$ cat src/rtl/nic_irq_pkg.sv
package nic_irq_pkg;
   localparam int NUM_SRC   = 5;
   localparam int SRC_IDON  = 0;
   localparam int SRC_TINT  = 1;
   localparam int SRC_RINT  = 2;
   localparam int SRC_MERR  = 3;
   localparam int SRC_MISS  = 4;
   localparam int SRC_LSB   = 8;
   localparam int FLAG_POS  = 7;
   localparam int EN_POS    = 6;
   localparam int EARLY_POS = 5;
   localparam int ERR_POS   = 15;
   localparam int MIN_REG_W = 16;

   typedef enum logic [1:0] {
      ADDR_STAT = 2'd0,
      ADDR_CTRL = 2'd1,
      ADDR_TMO  = 2'd2
   } reg_addr_e;
endpackage

$ cat src/rtl/nic_irq_evt_bit.sv
module nic_irq_evt_bit (
   input  logic clk,
   input  logic rst_n,
   input  logic wipe,
   input  logic set,
   input  logic clr,
   output logic q
);
   always_ff @(posedge clk or negedge rst_n) begin
      if (!rst_n)     q <= 1'b0;
      else if (wipe)  q <= 1'b0;
      else if (set)   q <= 1'b1;
      else if (clr)   q <= 1'b0;
   end

   AST_SET_WINS: assert property (@(posedge clk) disable iff (!rst_n)
      (set && !wipe) |=> q);
   AST_CLR_TAKES: assert property (@(posedge clk) disable iff (!rst_n)
      (clr && !set && !wipe) |=> !q);
   AST_STICKY: assert property (@(posedge clk) disable iff (!rst_n)
      (q && !clr && !wipe) |=> q);
endmodule

$ cat src/rtl/nic_irq_bus_wdog.sv
module nic_irq_bus_wdog #(
   parameter int TO_W     = 16,
   parameter int TICK_DIV = 12
) (
   input  logic            clk,
   input  logic            rst_n,
   input  logic            sclr,
   input  logic            hold,
   input  logic            hlda,
   input  logic [TO_W-1:0] limit,
   output logic            fire
);
   localparam int PRE_W = (TICK_DIV > 1) ? $clog2(TICK_DIV) : 1;

   logic            hold_q;
   logic            armed;
   logic [TO_W-1:0] cnt;
   logic            tick;
   logic            start;

   assign start = hold && !hold_q && !hlda;

   generate
      if (TICK_DIV < 1) begin : g_bad_div
         $error("nic_irq_bus_wdog: TICK_DIV must be at least 1");
      end
      if (TO_W < 2) begin : g_bad_w
         $error("nic_irq_bus_wdog: TO_W must be at least 2");
      end
      if (TICK_DIV == 1) begin : g_tick_every
         assign tick = 1'b1;
      end else begin : g_tick_div
         logic [PRE_W-1:0] pre;
         assign tick = (pre == PRE_W'(TICK_DIV - 1));
         always_ff @(posedge clk or negedge rst_n) begin
            if (!rst_n)                         pre <= '0;
            else if (sclr || start || !armed)   pre <= '0;
            else if (tick)                      pre <= '0;
            else                                pre <= pre + 1'b1;
         end
      end
   endgenerate

   always_ff @(posedge clk or negedge rst_n) begin
      if (!rst_n) begin
         hold_q <= 1'b0;
         armed  <= 1'b0;
         cnt    <= '0;
         fire   <= 1'b0;
      end else begin
         hold_q <= hold;
         fire   <= 1'b0;
         if (sclr) begin
            armed <= 1'b0;
            cnt   <= '0;
         end else if (start) begin
            armed <= 1'b1;
            cnt   <= limit;
         end else if (armed) begin
            if (!hold || hlda) begin
               armed <= 1'b0;
            end else if (tick) begin
               if (cnt <= TO_W'(1)) begin
                  fire  <= 1'b1;
                  armed <= 1'b0;
               end else begin
                  cnt <= cnt - 1'b1;
               end
            end
         end
      end
   end

   AST_FIRE_NEEDS_HOLD: assert property (@(posedge clk) disable iff (!rst_n)
      fire |-> $past(hold && !hlda));
   AST_FIRE_ONE_PULSE: assert property (@(posedge clk) disable iff (!rst_n)
      fire |=> !fire);
   AST_GRANT_CANCELS: assert property (@(posedge clk) disable iff (!rst_n)
      hlda |=> !fire);
   AST_DROP_CANCELS: assert property (@(posedge clk) disable iff (!rst_n)
      !hold |=> !fire);
endmodule

$ cat src/rtl/nic_irq_csr.sv
module nic_irq_csr #(
   parameter int REG_W     = 16,
   parameter int TO_W      = 16,
   parameter int TO_RESET  = 512,
   parameter int TICK_DIV  = 12
) (
   input  logic             clk,
   input  logic             rst_n,
   input  logic             soft_rst,
   input  logic             stop,
   input  logic             wr_en,
   input  logic [1:0]       wr_addr,
   input  logic [REG_W-1:0] wr_data,
   input  logic [1:0]       rd_addr,
   output logic [REG_W-1:0] rd_data,
   input  logic             ev_miss,
   input  logic             ev_rx_last,
   input  logic             ev_rx_first,
   input  logic             ev_tx_done,
   input  logic             ev_init_done,
   input  logic             bus_hold,
   input  logic             bus_hlda,
   output logic             irq,
   output logic             err
);
   import nic_irq_pkg::*;

   localparam logic [TO_W-1:0] TMO_DEF = TO_W'(TO_RESET);

   generate
      if (REG_W < MIN_REG_W) begin : g_bad_reg_w
         $error("nic_irq_csr: REG_W too narrow for the field layout");
      end
      if (TO_W > REG_W) begin : g_bad_to_w
         $error("nic_irq_csr: TO_W must fit in REG_W");
      end
   endgenerate

   logic               wipe;
   logic               wr_stat;
   logic               wr_ctrl;
   logic               wr_tmo;
   logic [NUM_SRC-1:0] src_set;
   logic [NUM_SRC-1:0] src_clr;
   logic [NUM_SRC-1:0] stat;
   logic [NUM_SRC-1:0] mask;
   logic               early;
   logic               en_q;
   logic [TO_W-1:0]    tmo;
   logic               wd_fire;
   logic               flag;

   assign wipe    = stop || soft_rst;
   assign wr_stat = wr_en && (wr_addr == ADDR_STAT);
   assign wr_ctrl = wr_en && (wr_addr == ADDR_CTRL);
   assign wr_tmo  = wr_en && (wr_addr == ADDR_TMO);

   always_ff @(posedge clk or negedge rst_n) begin
      if (!rst_n) begin
         mask  <= '0;
         early <= 1'b0;
         tmo   <= TMO_DEF;
      end else if (soft_rst) begin
         mask  <= '0;
         early <= 1'b0;
         tmo   <= TMO_DEF;
      end else begin
         if (wr_ctrl) begin
            mask  <= wr_data[SRC_LSB +: NUM_SRC];
            early <= wr_data[EARLY_POS];
         end
         if (wr_tmo) tmo <= wr_data[TO_W-1:0];
      end
   end

   always_ff @(posedge clk or negedge rst_n) begin
      if (!rst_n)       en_q <= 1'b0;
      else if (wipe)    en_q <= 1'b0;
      else if (wr_stat) en_q <= wr_data[EN_POS];
   end

   nic_irq_bus_wdog #(
      .TO_W     (TO_W),
      .TICK_DIV (TICK_DIV)
   ) u_wdog (
      .clk   (clk),
      .rst_n (rst_n),
      .sclr  (soft_rst),
      .hold  (bus_hold),
      .hlda  (bus_hlda),
      .limit (tmo),
      .fire  (wd_fire)
   );

   always_comb begin
      src_set           = '0;
      src_set[SRC_IDON] = ev_init_done;
      src_set[SRC_TINT] = ev_tx_done;
      src_set[SRC_RINT] = ev_rx_last || (early && ev_rx_first);
      src_set[SRC_MERR] = wd_fire;
      src_set[SRC_MISS] = ev_miss;
   end

   assign src_clr = wr_stat ? wr_data[SRC_LSB +: NUM_SRC] : '0;

   generate
      for (genvar g = 0; g < NUM_SRC; g++) begin : g_src
         nic_irq_evt_bit u_bit (
            .clk   (clk),
            .rst_n (rst_n),
            .wipe  (wipe),
            .set   (src_set[g]),
            .clr   (src_clr[g]),
            .q     (stat[g])
         );
      end
   endgenerate

   assign flag = |(stat & ~mask);
   assign irq  = en_q && flag;
   assign err  = stat[SRC_MISS] || stat[SRC_MERR];

   always_comb begin
      rd_data = '0;
      case (rd_addr)
         ADDR_STAT: begin
            rd_data[ERR_POS]              = err;
            rd_data[SRC_LSB +: NUM_SRC]   = stat;
            rd_data[FLAG_POS]             = flag;
            rd_data[EN_POS]               = en_q;
         end
         ADDR_CTRL: begin
            rd_data[SRC_LSB +: NUM_SRC]   = mask;
            rd_data[EARLY_POS]            = early;
         end
         ADDR_TMO:  rd_data[TO_W-1:0]     = tmo;
         default:   rd_data               = '0;
      endcase
   end

   AST_WIPE_CLEARS: assert property (@(posedge clk) disable iff (!rst_n)
      wipe |=> (stat == '0 && !en_q && !irq));
   AST_MISS_ERR: assert property (@(posedge clk) disable iff (!rst_n)
      (ev_miss && !wipe) |=> err);
   AST_MISS_LATCH: assert property (@(posedge clk) disable iff (!rst_n)
      (ev_miss && !wipe) |=> stat[SRC_MISS]);
   AST_EARLY_OFF: assert property (@(posedge clk) disable iff (!rst_n)
      (!early && ev_rx_first && !ev_rx_last && !stat[SRC_RINT]) |=> !stat[SRC_RINT]);
   AST_NO_IRQ_DISABLED: assert property (@(posedge clk) disable iff (!rst_n)
      (wr_stat && !wr_data[EN_POS]) |=> !irq);
endmodule

$ cat config.mk
export PLATFORM = sky130hd
export DESIGN_NAME = nic_irq_csr
export DESIGN_NICKNAME = d
export VERILOG_FILES = /design/src/rtl/nic_irq_pkg.sv /design/src/rtl/nic_irq_evt_bit.sv /design/src/rtl/nic_irq_bus_wdog.sv /design/src/rtl/nic_irq_csr.sv
export SDC_FILE = /design/constraint.sdc
export NUM_CORES = 1
export LEC_CHECK = 0
export CAP_MARGIN = 20
export CORE_ASPECT_RATIO = 1.2
export CORE_MARGIN = 2
export CORE_UTILIZATION = 50
export CTS_CLUSTER_DIAMETER = 200
export CTS_CLUSTER_SIZE = 28
export DETAILED_ROUTE_END_ITERATION = 12
export PLACE_DENSITY = 0.87
export SYNTH_ARGS = -nofsm -noshare
export SYNTH_HDL_FRONTEND = slang
export SYNTH_HIERARCHICAL = 1
export SYNTH_SLANG_ARGS = --single-unit
$ cat constraint.sdc
create_clock -name clk -period 2.82 [get_ports clk]
set_input_delay 0.846 -clock clk [delete_from_list [all_inputs] [get_ports clk]]
set_output_delay 0.846 -clock clk [all_outputs]
set_load 0.03 [all_outputs]
======== After elaboration in Yosys (flattened, before gate mapping) ========
Index checks and enable logic that the tools add are counted.
storage, ports and cells
  register bits after elaboration ......... 51
  input port bits ......................... 32
  output and inout port bits .............. 18
cells by class
  $add $sub $neg .......................... 2
  $lt $le $gt $ge ......................... 1
  equality and inequality tests ........... 7
  multiplexer cells ....................... 50
  bitwise operators ....................... 2
  reduce and logical (&&, ||, !) cells .... 31
operator list
  kind                     count
  $mux W16                 8
  $mux W1                  31
  $reduce_bool A3 Y1       7
  $mux W5                  4
  $le A16 B1 Y1 const B    1
  $sub A16 B1 Y16 const B  1
  $pmux W5 S3              1
  $mux W4                  2
  $logic_and A1 B1 Y1      7
  $logic_or A1 B1 Y1       6
  $ne A3 B2 Y1 const B     2
  $reduce_bool A2 Y1       3
  $and A5 B5 Y5            1
  $not A5 Y5               1
  $reduce_or A5 Y1         1
  $add A4 B1 Y4 const B    1
  $eq A2 B1 Y1 const B     2
  $eq A2 B2 Y1 const B     2
  $eq A4 B4 Y1 const B     1
  $logic_not A1 Y1         4
  $logic_not A2 Y1         2
  $pmux W1 S2              2
  $pmux W2 S2              1
  $reduce_and A4 Y1        1
  $mux W2                  1

======== Longest topological paths before layout ========
Gate-level depths: netlist of the first run.
  depth after elaboration ................. 7
  gate-level depth with buffers ........... 7

======== Cells and area by module ========
The synthesis of the first run kept the hierarchy.
modules (own cells, without submodules)
  module            instances  cells each  area an instance (um^2)  seq. area each (um^2)
  nic_irq_bus_wdog  1          147         1376.3                   575.6
  nic_irq_csr       1          112         1232.4                   576.8
  nic_irq_evt_bit   5          4           43.8                     25.0

======== Least setup slack after synthesis of the first run ========
Ideal clock, no wire load.
  path type ............................... input to output
  from .................................... in rd_addr[0]
  to ...................................... out rd_data[11]
  arrival ................................. 1809 ps
  setup slack ............................. 165 ps
  stages .................................. 5
  buffers on the path ..................... 1
  cells stage by stage .................... inv_1 ha_1 clkbuf_1 a222oi_1 nor2_1
between the ends
  longest elaborated chain between the ends .. 2
  elaborated cells on any way between the ends .. 4
RTL lines
  item                                        RTL line            source
  from (decl)                                 nic_irq_csr.sv:14   input logic [1:0] rd_addr,
  $eq A2 B2 Y1, or another cell as far along  nic_irq_csr.sv:125  case (rd_addr)
  $pmux W5 S3 *                               nic_irq_csr.sv:125
  to (decl)                                   nic_irq_csr.sv:15   output logic [REG_W-1:0] rd_data,
Mark *: on every way between the ends. The rest lies on a longest branch, timed or not.

======== Final worst setup path of the first run ========
  from .................................... reg g_src[0].u_bit.q
  to ...................................... out irq
between the ends
  longest elaborated chain between the ends .. 3
RTL lines
  item                    RTL line               source
  from (decl)             nic_irq_evt_bit.sv:7   output logic q
  from (signal assigned)  nic_irq_evt_bit.sv:10  if (!rst_n) q <= 1'b0;
  from (signal assigned)  nic_irq_evt_bit.sv:11  else if (wipe) q <= 1'b0;
  from (signal assigned)  nic_irq_evt_bit.sv:12  else if (set) q <= 1'b1;
  $and A5 B5 Y5           nic_irq_csr.sv:119     assign flag = |(stat & ~mask);
  $reduce_or A5 Y1        nic_irq_csr.sv:119
  $logic_and A1 B1 Y1     nic_irq_csr.sv:120     assign irq = en_q && flag;
  to (decl)               nic_irq_csr.sv:23      output logic irq,
Every way passes these cells.

==> metrics.csv, run 1 <==
stage;metric;value;unit
clocking;post_cts.repair.setup_buffers;0;
timing;period_minus_slack;2.76;ns
timing;post-route-period-util;97.9;%
route;drt_first_pass_iters;6;
worst_setup_path;critPathRequiredTime;1.97;ns
route;wire_per_inst;17.1;um
synth;synth_area_leaders;dfrtp_1 (44%), nor2_1 (5.3%), a22o_1 (5.0%), a211oi_1 (3.7%), mux2i_1 (3.2%);
clocking;clk_latency;0.30;ns
place;gp_congestion;0.878;
worst_setup_path;worstPathMaxFanout;3;
synth;synth_cell_types;53;
floorplanning;core_area;5560;um^2
timing;finClkSkew;0.00647;ns
global_route;antenna_found_initial;0;
synth;synthTopCellsByCount;dfrtp_1 (50), nor2_1 (40), a22o_1 (16);
synth;syn_inst;279;
place;dp.final_hpwl;5010;um
global_route;grt_max_degree;52;
floorplanning;io-pin-count;50;
route;num_vias;2418;
clocking;cts_made_buffers;5;
power_and_ir_drop;totalPowerFinal;1.57;mW
final_layout;multi_input_area;1490;um^2
clocking;ctsHoldBuffers;0;
floorplanning;die_w;72.7;um
timing;finalMaxSlewViolations;0;
timing;finalSetupTns;0;ns
synth;synth_nets;318;
global_route;grt_first_pass_wirelength;11300;um
global_route;grt_pass1_vias;2476;
place;place_ws;-0.734;ns
clocking;clkSinkCount;51;
worst_setup_path;r2r_cells;5;
hold_path;hold_depth;1;
synth;ys_seq_area_share;45.2;%
timing;setup_ws;0.0603;ns
timing;tightest_slew;0.695;ns
final_layout;areaGrowthSynthToFinish;24.6;%
clocking;htreeDepth;2;
flow_run;cap_violations;0;
status;status;completed;
timing;fmax;362;MHz
floorplanning;dieArea;6280;um^2
synth;yosys_warnings;6;
route;drc;0;
power_and_ir_drop;p_leak;1.65;nW
global_route;gr-total-overflow;0;
synth;synth_most_common_cell;dfrtp_1;
synth;synth-edff-count;0;
route;ant_nets;0;
synth;ys.flop_type;dfrtp_1;
floorplanning;rows;30;
final_layout;fillers;438;
route;routed_via_density;6.06;
place;port_buffers;49;
worst_setup_path;worstPathArrival;1.91;ns
final_layout;nNetsFinal;373;
worst_setup_path;r2r_slack;0.47;ns
final_layout;fin_util;63.4;%
power_and_ir_drop;vdd_drop_max;251;uV
final_layout;instances_no_fill;399;
synth;postSynthAreaPerCell;10.1;um^2
clocking;clockBufferDepth;2;
floorplanning;start_util;50.9;%
clocking;clock-root-buffer;clkbuf_8;
global_route;grt.total_usage;22.9;%
worst_setup_path;cp-end-kind;output pin;
synth;async_flop_share;100;%
final_layout;seq_area;1280;um^2
synth;syn-cell-area;2830;um^2
final_layout;layout-drive-gt1-share;19.1;%
place;placed_cells;391;
clocking;tritoncts;yes;
route;drt_iter0_drc;204;
route;wirelength;6820;um
hold_path;hp-class;register to register;
synth;yosys.area.top_type;dfrtp_1;
final_layout;diodes;0;
timing;finalHoldViolCount;0;
timing;setup_viol;0;
floorplanning;die_y;86.4;um
timing;rsz0062_at_grt;false;
clocking;cts.clk_slew.worst_paths;0.10;ns
worst_setup_path;path_class;register to output pin;
power_and_ir_drop;p_per_area;445;nW/um^2
synth;synth_top_area_share;44.2;%
timing;slew_headroom;53.2;%
worst_setup_path;startpoint_type;register;
synth;ys_ff_latch;51;
-- cells by family (layout without fill, tap and decap cells) --
kind of cell             count (synthesis)  count (layout)  share of synthesized area (%)
multiplexers                            10              10                           3.72
XOR/XNOR                                 9               9                           2.79
adder cells (fa/ha/maj)                  7               7                           3.10
AO/OA/AOI/OAI                           58              58                           17.0
AND/OR/NAND/NOR                        120             120                           24.8
flip-flops                              51              51                           45.2
buffers and inverters                   24              80                           3.41
-- metal layers --
layer	wire (um)	track usage [%]
met1	2690	26.4
met2	3630	41.7
met3	340	3.02
met4	160	10.3
met5	0	0
-- report_power, final --
part	total, mW	leakage [nW]	switching, mW	internal [mW]
logic	0.273	0.897	0.150	0.122
clock network	0.511	0.0581	0.246	0.264
registers	0.783	0.693	0.0265	0.756
total	1.57	1.65	0.423	1.14
-- path summary, 6_finish.rpt --
kind | from | to
worst max-delay path | g_src[0].u_bit/q | irq
worst min-delay path | u_wdog/g_tick_div.pre[0] | u_wdog/g_tick_div.pre[0]
worst max register to register | u_wdog/cnt[11] | u_wdog/cnt[1]
worst min register to register | u_wdog/g_tick_div.pre[0] | u_wdog/g_tick_div.pre[0]
max in group asynchronous | rst_n | mask[4]
min in group asynchronous | rst_n | early
-- layout by cell type (no fill, tap or decap), types with 8 or more instances in the layout --
cell             count
a22o_1              16
and2_1              12
dfrtp_1             50
xnor2_1              9
mux2i_1              9
nor3_1              11
nor2_1              40
clkdlybuf4s50_1     29
a211oi_1            14
nor4_1               8
inv_1               10
buf_4               24
-- sequential cells by signal, indices dropped and copies added (netlist names) --
name / count
tmo: 16
u_wdog/cnt: 16
g_src.u_bit/q: 5
mask: 5
u_wdog/g_tick_div.pre: 4
early: 1
en_q: 1
u_wdog/armed: 1
u_wdog/fire: 1
u_wdog/hold_q: 1
-- repair_timing --
item / 4_1_cts / 5_1_grt
gates resized for setup: 42 / 4
cloned: 0 / 0
pin swaps: 2 / 2
endpoints found under the setup margin: 17 / 6
-- through the flow --
stage / cell area [um^2] / hold WS, ns
after floorplan: 2830 / 0.440
after global placement: 3400 / 0.453
after detailed placement: 3400 / 0.470
after CTS: 3530 / 0.484
after global routing: 3520 / 0.499
final: 3520 / 0.480
-- worst max-delay path: stages, from the launching register on --
cell           delay, ns
dfrtp_1             0.42
nor2b_1             0.16
or3_1               0.38
o31a_1              0.31
dlygate4sd2_1       0.35
-- layout make-up --
cell class                      count  share of cell area (%)
Clock inverter                      3                    1.24
Multi-Input combinational cell    204                    42.3
Timing Repair Buffer               60                    14.6
Tap cell                           64                    2.27
Inverter                           12                    1.28
Sequential cell                    51                    36.3
Clock buffer                        5                    1.95
Power figures use the tool's default switching activity.
==> run 2: changes to the inputs <==
--- a/config.mk
+++ b/config.mk
@@ -5,13 +5,13 @@
 export SDC_FILE = /design/constraint.sdc
 export NUM_CORES = 1
 export LEC_CHECK = 0
-export CAP_MARGIN = 20
 export CORE_ASPECT_RATIO = 1.2
 export CORE_MARGIN = 2
 export CORE_UTILIZATION = 50
 export CTS_CLUSTER_DIAMETER = 200
 export CTS_CLUSTER_SIZE = 28
 export DETAILED_ROUTE_END_ITERATION = 12
+export GPL_ROUTABILITY_DRIVEN = 0
 export PLACE_DENSITY = 0.87
 export SYNTH_ARGS = -nofsm -noshare
 export SYNTH_HDL_FRONTEND = slang
==> results of run 2 <==
Final layout, timing and power as in run 1 (identical DEF).
